File: src/rtl/steal_pkg.sv
package steal_pkg;

  typedef enum logic [1:0] {
    CH_CTRL = 2'd0,
    CH_FULL = 2'd1,
    CH_HALF = 2'd2,
    CH_RSVD = 2'd3
  } chan_t;

  typedef enum logic {
    ST_IDLE = 1'b0,
    ST_RUN  = 1'b1
  } seq_st_t;

  typedef struct packed {
    logic up;
    logic lo;
  } flag_pair_t;

endpackage

File: src/rtl/steal_len.sv
module steal_len
  import steal_pkg::*;
#(
  parameter int CTRL_BURSTS = 4,
  parameter int FULL_BURSTS = 8,
  parameter int HALF_BURSTS = 6,
  parameter int IDX_W       = 3
) (
  input  chan_t            chan_i,
  output logic             valid_o,
  output logic [IDX_W-1:0] final_idx_o
);

  localparam logic [IDX_W-1:0] CTRL_FIN = IDX_W'(CTRL_BURSTS - 1);
  localparam logic [IDX_W-1:0] FULL_FIN = IDX_W'(FULL_BURSTS - 1);
  localparam logic [IDX_W-1:0] HALF_FIN = IDX_W'(HALF_BURSTS - 1);

  always_comb begin
    valid_o     = 1'b1;
    final_idx_o = CTRL_FIN;
    unique case (chan_i)
      CH_CTRL: final_idx_o = CTRL_FIN;
      CH_FULL: final_idx_o = FULL_FIN;
      CH_HALF: final_idx_o = HALF_FIN;
      default: begin
        valid_o     = 1'b0;
        final_idx_o = '0;
      end
    endcase
  end

endmodule

File: src/rtl/steal_fsm.sv
module steal_fsm
  import steal_pkg::*;
#(
  parameter int IDX_W = 3
) (
  input  logic             clk,
  input  logic             rst_n,
  input  logic             start_i,
  input  chan_t            chan_i,
  input  logic             chan_ok_i,
  input  logic             burst_str_i,
  input  logic [IDX_W-1:0] final_idx_i,
  output logic             busy_o,
  output chan_t            chan_q_o,
  output logic [IDX_W-1:0] idx_o,
  output logic             last_o
);

  seq_st_t          st_q, st_d;
  chan_t            chan_q, chan_d;
  logic [IDX_W-1:0] idx_q, idx_d;
  logic             chan_en, idx_en;
  logic             accept, at_final;

  assign at_final = (st_q == ST_RUN) && (idx_q == final_idx_i);
  assign accept   = (st_q == ST_IDLE) && start_i && chan_ok_i;

  always_comb begin
    st_d    = st_q;
    chan_d  = chan_q;
    idx_d   = idx_q;
    chan_en = 1'b0;
    idx_en  = 1'b0;
    unique case (st_q)
      ST_IDLE: begin
        if (accept) begin
          st_d    = ST_RUN;
          chan_d  = chan_i;
          chan_en = 1'b1;
          idx_d   = '0;
          idx_en  = 1'b1;
        end
      end
      ST_RUN: begin
        if (burst_str_i) begin
          idx_en = 1'b1;
          if (at_final) begin
            st_d  = ST_IDLE;
            idx_d = '0;
          end else begin
            idx_d = idx_q + 1'b1;
          end
        end
      end
      default: st_d = ST_IDLE;
    endcase
  end

  always_ff @(posedge clk or negedge rst_n) begin
    if (!rst_n) begin
      st_q <= ST_IDLE;
    end else begin
      st_q <= st_d;
    end
  end

  always_ff @(posedge clk or negedge rst_n) begin
    if (!rst_n) begin
      chan_q <= CH_CTRL;
    end else if (chan_en) begin
      chan_q <= chan_d;
    end
  end

  always_ff @(posedge clk or negedge rst_n) begin
    if (!rst_n) begin
      idx_q <= '0;
    end else if (idx_en) begin
      idx_q <= idx_d;
    end
  end

  assign busy_o   = (st_q == ST_RUN);
  assign chan_q_o = chan_q;
  assign idx_o    = idx_q;
  assign last_o   = at_final;

endmodule

File: src/rtl/steal_flags.sv
module steal_flags
  import steal_pkg::*;
#(
  parameter int FULL_BURSTS = 8,
  parameter int HALF_BURSTS = 6,
  parameter int IDX_W       = 3
) (
  input  logic             busy_i,
  input  chan_t            chan_i,
  input  logic [IDX_W-1:0] idx_i,
  output flag_pair_t       flags_o
);

  localparam int FULL_SPLIT = FULL_BURSTS / 2;
  localparam int HALF_PHASE = HALF_BURSTS / 3;
  localparam logic [IDX_W-1:0] FULL_B  = IDX_W'(FULL_SPLIT);
  localparam logic [IDX_W-1:0] HALF_B1 = IDX_W'(HALF_PHASE);
  localparam logic [IDX_W-1:0] HALF_B2 = IDX_W'(2 * HALF_PHASE);

  flag_pair_t row_ctrl, row_full, row_half;

  generate
    if ((HALF_BURSTS % 3) != 0 || (FULL_BURSTS % 2) != 0) begin : g_bad_len
      initial $error("steal_flags: block lengths must split evenly into phases");
    end
  endgenerate

  always_comb begin
    row_ctrl = '{up: 1'b1, lo: 1'b1};
    row_full = (idx_i < FULL_B) ? '{up: 1'b1, lo: 1'b0} : '{up: 1'b0, lo: 1'b1};
    if (idx_i < HALF_B1) begin
      row_half = '{up: 1'b1, lo: 1'b0};
    end else if (idx_i < HALF_B2) begin
      row_half = '{up: 1'b1, lo: 1'b1};
    end else begin
      row_half = '{up: 1'b0, lo: 1'b1};
    end
  end

  always_comb begin
    flags_o = '{up: 1'b0, lo: 1'b0};
    if (busy_i) begin
      unique case (chan_i)
        CH_CTRL: flags_o = row_ctrl;
        CH_FULL: flags_o = row_full;
        CH_HALF: flags_o = row_half;
        default: flags_o = '{up: 1'b0, lo: 1'b0};
      endcase
    end
  end

endmodule

File: src/rtl/steal_flag_seq.sv
module steal_flag_seq
  import steal_pkg::*;
#(
  parameter int CTRL_BURSTS = 4,
  parameter int FULL_BURSTS = 8,
  parameter int HALF_BURSTS = 6,
  parameter int MAX_BURSTS  = FULL_BURSTS,
  parameter int IDX_W       = $clog2(MAX_BURSTS)
) (
  input  logic             clk,
  input  logic             rst_n,
  input  logic             start_i,
  input  logic [1:0]       chan_i,
  input  logic             burst_str_i,
  output logic             busy_o,
  output logic             flag_up_o,
  output logic             flag_lo_o,
  output logic [IDX_W-1:0] burst_idx_o,
  output logic             last_o
);

  chan_t            chan_in, chan_run, len_sel;
  logic             in_ok, run_ok_unused;
  logic [IDX_W-1:0] in_fin_unused, run_fin;
  logic             busy;
  logic [IDX_W-1:0] idx;
  flag_pair_t       flags;

  assign chan_in = chan_t'(chan_i);
  assign len_sel = chan_run;

  steal_len #(
    .CTRL_BURSTS(CTRL_BURSTS), .FULL_BURSTS(FULL_BURSTS),
    .HALF_BURSTS(HALF_BURSTS), .IDX_W(IDX_W)
  ) u_len_in (
    .chan_i(chan_in), .valid_o(in_ok), .final_idx_o(in_fin_unused)
  );

  steal_len #(
    .CTRL_BURSTS(CTRL_BURSTS), .FULL_BURSTS(FULL_BURSTS),
    .HALF_BURSTS(HALF_BURSTS), .IDX_W(IDX_W)
  ) u_len_run (
    .chan_i(len_sel), .valid_o(run_ok_unused), .final_idx_o(run_fin)
  );

  steal_fsm #(.IDX_W(IDX_W)) u_fsm (
    .clk(clk), .rst_n(rst_n), .start_i(start_i), .chan_i(chan_in),
    .chan_ok_i(in_ok), .burst_str_i(burst_str_i), .final_idx_i(run_fin),
    .busy_o(busy), .chan_q_o(chan_run), .idx_o(idx), .last_o(last_o)
  );

  steal_flags #(
    .FULL_BURSTS(FULL_BURSTS), .HALF_BURSTS(HALF_BURSTS), .IDX_W(IDX_W)
  ) u_flags (
    .busy_i(busy), .chan_i(chan_run), .idx_i(idx), .flags_o(flags)
  );

  assign busy_o      = busy;
  assign burst_idx_o = idx;
  assign flag_up_o   = flags.up;
  assign flag_lo_o   = flags.lo;

endmodule

File: config.mk
export PLATFORM = sky130hd
export DESIGN_NAME = steal_flag_seq
export DESIGN_NICKNAME = d
export VERILOG_FILES = /design/src/rtl/steal_pkg.sv /design/src/rtl/steal_len.sv /design/src/rtl/steal_fsm.sv /design/src/rtl/steal_flags.sv /design/src/rtl/steal_flag_seq.sv
export SDC_FILE = /design/constraint.sdc
export NUM_CORES = 1
export LEC_CHECK = 0
export CAP_MARGIN = 20
export CORE_AREA = 2 2 39 41
export DETAILED_ROUTE_END_ITERATION = 6
export DIE_AREA = 0 0 41 43
export PLACE_DENSITY_LB_ADDON = 0.08
export SLEW_MARGIN = 40
export SYNTH_ARGS = -nofsm -noshare
export SYNTH_HDL_FRONTEND = slang
export SYNTH_HIERARCHICAL = 1
export SYNTH_SLANG_ARGS = --single-unit
export TNS_END_PERCENT = 10
File: constraint.sdc
create_clock -name clk -period 3.9 [get_ports clk]
set_input_delay 0.78 -clock clk [delete_from_list [all_inputs] [get_ports clk]]
set_output_delay 0.78 -clock clk [all_outputs]
set_load 0.05 [all_outputs]
Yosys cells after proc, flatten, opt, wreduce, memory -nomap -nowiden

Index checks and enable logic that the tools add are counted.

$add $sub $neg: 1
Multiply operators: 0
Div/mod/pow operators: 0
Magnitude comparators: 2
Equal/unequal tests: 7
Shift operators: 0
Multiplexer cells: 18
Bitwise gates (word level): 1
Reductions and logical operators: 8

Operators with widths:

| cell                | number |
|---|---|
| $mux 3              | 3 |
| $pmux 3 s3          | 1 |
| $mux 2              | 4 |
| $mux 1              | 6 |
| $pmux 2 s3          | 1 |
| $pmux 3 s2          | 1 |
| $reduce_and 3->1    | 2 |
| $eq 2x1->1 const B  | 2 |
| $eq 2x2->1 const B  | 2 |
| $logic_not 2->1     | 2 |
| $pmux 1 s2          | 2 |
| $add 3x1->3 const B | 1 |
| $eq 3x3->1          | 1 |
| $logic_and 1x1->1   | 3 |
| $lt 3x2->1 const B  | 1 |
| $lt 3x3->1 const B  | 1 |
| $reduce_or 3->1     | 1 |
| $ne 2x1->1 const B  | 1 |
| $ne 2x2->1 const B  | 1 |
| $not 1->1           | 1 |

Register bits: 6
Bits in latches: 0
Bits in writable memories: 0
Memory bits (read-only): 0
Input bits: 6
Output and inout port bits: 7
Memories: 0

Longest topological paths before layout

Depth after elaboration: 7
Gate-level depth with buffers: 6
Depth with buffers taken out: 6

By module

Netlist, hierarchy kept.

By module, submodules not included:

| module      | times used | cells each | area an instance (um^2) |
|---|---|---|---|
| steal_fsm   | 1          | 34         | 360.3 |
| steal_len   | 2          | 8          | 66.3 |
| steal_flags | 1          | 7          | 38.8 |

Worst setup path after synthesis

OpenSTA, ideal clock, no wires.

Path kind: reg2out
Start: register u_fsm.chan_q[0] (netlist: u_fsm/chan_q_o[0])
End: output last_o
Data arrival time: 2578 ps
Path slack: 542 ps
Stages on the path, launching flop included: 6
Buffers on the path: 0
Cell sequence: dfrtp_1 inv_1 ha_1 o21ba_1 xor2_1 nor4_1

Longest elaborated chain between the ends: 4
Elaborated cells between the ends (all ways): 6
Classes of those cells: eq/ne: 3; mux: 1; reduce/logical: 2

RTL lines:

| element                            | line                 | text |
|---|---|---|
| from (decl)                        | steal_fsm.sv:20      | `chan_t chan_q, chan_d;` |
| from (signal assigned)             | steal_fsm.sv:71      | `chan_q <= chan_d;` |
| $eq 2x2->1 (tied with other cells) | steal_len.sv:21      | `unique case (chan_i)` |
| $pmux 3 s3 *                       | steal_len.sv:21      |  |
| net run_fin[1]                     | steal_flag_seq.sv:24 | `logic [IDX_W-1:0] in_fin_unused, run_fin;` |
| $eq 3x3->1 *                       | steal_fsm.sv:25      | `assign at_final = (st_q == ST_RUN) && (idx_q == final_idx_i);` |
| $logic_and 1x1->1 *                | steal_fsm.sv:25      |  |
| to (decl)                          | steal_flag_seq.sv:19 | `output logic last_o` |

Mark *: on every way through the listed nets, which the timed path passes. The rest lies on a longest branch.

Worst setup path after layout

Ends and elaborated chain as after synthesis.

==> impl_metrics.env <==
export IMPL_grt_pass1_wl_um=1490
export IMPL_final_cells=80
export IMPL_drive_above_1_share_pct=9.38
export IMPL_hold_buffers=0
export IMPL_n_antenna_cell=0
export IMPL_fmax_mhz=310
export IMPL_cts_sinks=6
export IMPL_post_cts_buffers=0
export IMPL_die_w_um=41
export IMPL_grt_max_degree=13
export IMPL_grt_util_all_layers_pct=12.7
export IMPL_overflow=0
export IMPL_hold_viol=0
export IMPL_whs_endpoint="u_fsm/idx_o[0]"
export IMPL_status="finished clean"
export IMPL_placeableCoreArea_sq_mm=0.00138
export IMPL_fin_setup_tns_ps=0
export IMPL_finalSetupViolations=0
export IMPL_drc_errors=0
export IMPL_skew_ps=5.69
export IMPL_syn_cell_area_sq_um=482
export IMPL_design_portCount=13
export IMPL_post_place_cells=77
export IMPL_rsz0062_at_grt="false"
export IMPL_hp_start="u_fsm/idx_o[0]"
export IMPL_grt_pass1_vias=338
export IMPL_clockBufferDepth=2
export IMPL_cp_end_kind="output port"
export IMPL_wl_per_cell_um=11.5
export IMPL_drv_slew=0
export IMPL_die_area_sq_mm=0.00176
export IMPL_synth_fp_nets=62
export IMPL_gp_congestion=0.736
export IMPL_r2r_end="u_fsm/idx_o[0]"
export IMPL_dr_pass1_iters=2
export IMPL_io_buffers=12
export IMPL_cts_buffers=3
export IMPL_postSynthAreaPerCell_sq_um=9.45
export IMPL_startpoint_type="flop"
export IMPL_syn_inst=51
export IMPL_drtAntennaViolNets=0
export IMPL_drt_iter0_markers=5
export IMPL_cts_resized=0
export IMPL_via_per_inst=5.03
export IMPL_routed_wl_um=917
export IMPL_crit_type="reg -> out"
export IMPL_final_cell_mix="clkdlybuf4s50_1 (12), inv_1 (7), dfrtp_1 (6)"
export IMPL_antenna_found_initial=0
export IMPL_worstPathMaxFanout=8
export IMPL_vias=402
export IMPL_nets=77
export IMPL_r2r_setup_slack_ps=2200
export IMPL_synthToLayoutAreaGrowth_pct=31.2
export IMPL_initial_core_util_pct=34.8
export IMPL_ctsHtreeMaxLevel=1
export IMPL_arrival_ps=2450
export IMPL_hpwlAfterDp_um=731
export IMPL_r2r_cells=5
export IMPL_period_needed_ps=3230
export IMPL_rows=14
export IMPL_rr_startpoint="u_fsm/chan_q_o[0]"
export IMPL_cts_tree="yes"
export IMPL_final_common_cell="clkdlybuf4s50_1"
export IMPL_post_route_util_pct=45.7
export IMPL_clockRootBuffer="clkbuf_4"
export IMPL_cp_required_ps=3120
export IMPL_hold_path_class="reg -> reg"
export IMPL_worstMarginPinSlew_ps=493
export IMPL_worstSkewPairLatency_ps=240
export IMPL_drv_cap=0
export IMPL_chipHeight_um=43
export IMPL_clk_pin_slew_ps=50
export IMPL_ys_warn_count=6
export IMPL_relSlewSlack_pct=67.0
export IMPL_hold_depth=1
export IMPL_final_period_utilization_pct=82.8
[critical path: stages (launching register included)]
cell	delay, ps
dfrtp_1	460
inv_1	70
ha_1	190
o21ba_1	180
xor2_1	190
nor4_1	260
clkdlybuf4s50_1	850
[registers in the layout, summed over array words and instances, names as in the netlist]
name            flops
u_fsm/chan_q_o      2
u_fsm/busy_o        1
u_fsm/idx_o         3
[worst max path at each step]
stage | slack, ps | cells after the start | endpoint | startpoint
5_1_grt | 550 | 6 | last_o | u_fsm/chan_q_o[0]
4_1_cts | 660 | 6 | last_o | u_fsm/chan_q_o[0]
3_5_place_dp | 930 | 6 | last_o | u_fsm/chan_q_o[0]
6_report | 670 | 6 | last_o | u_fsm/chan_q_o[0]
2_1_floorplan | 540 | 5 | last_o | u_fsm/chan_q_o[0]
3_3_place_gp | 960 | 6 | last_o | u_fsm/chan_q_o[1]
[final cells by class]
type / instances / area [sq um]
timing repair buffer: 12 / 120
tap: 16 / 20.0
multi-input combinational: 36 / 293
inverter: 7 / 26.3
sequential: 6 / 150
fill: 141 / 752
clock buffer: 3 / 22.5
[through the flow]
stage	cell area, sq um	hold WS (ps)	setup slack [ps]
2_1_floorplan	482	484	542
3_3_place_gp	609	602	963
3_5_place_dp	609	631	932
4_1_cts	632	637	659
5_1_grt	632	663	547
6_report	632	624	671
[layer usage]
layer	global-route usage [%]	part of all wire, %	up-vias
li1	-	-	208
met1	19.8	51	188
met2	15.6	46	6
met3	3.14	2.6	0
met4	6.00	0	0
met5	0	0	-
Power is not shown: default switching activity piles up to over one toggle a cycle in this logic, so the estimate is an artifact.
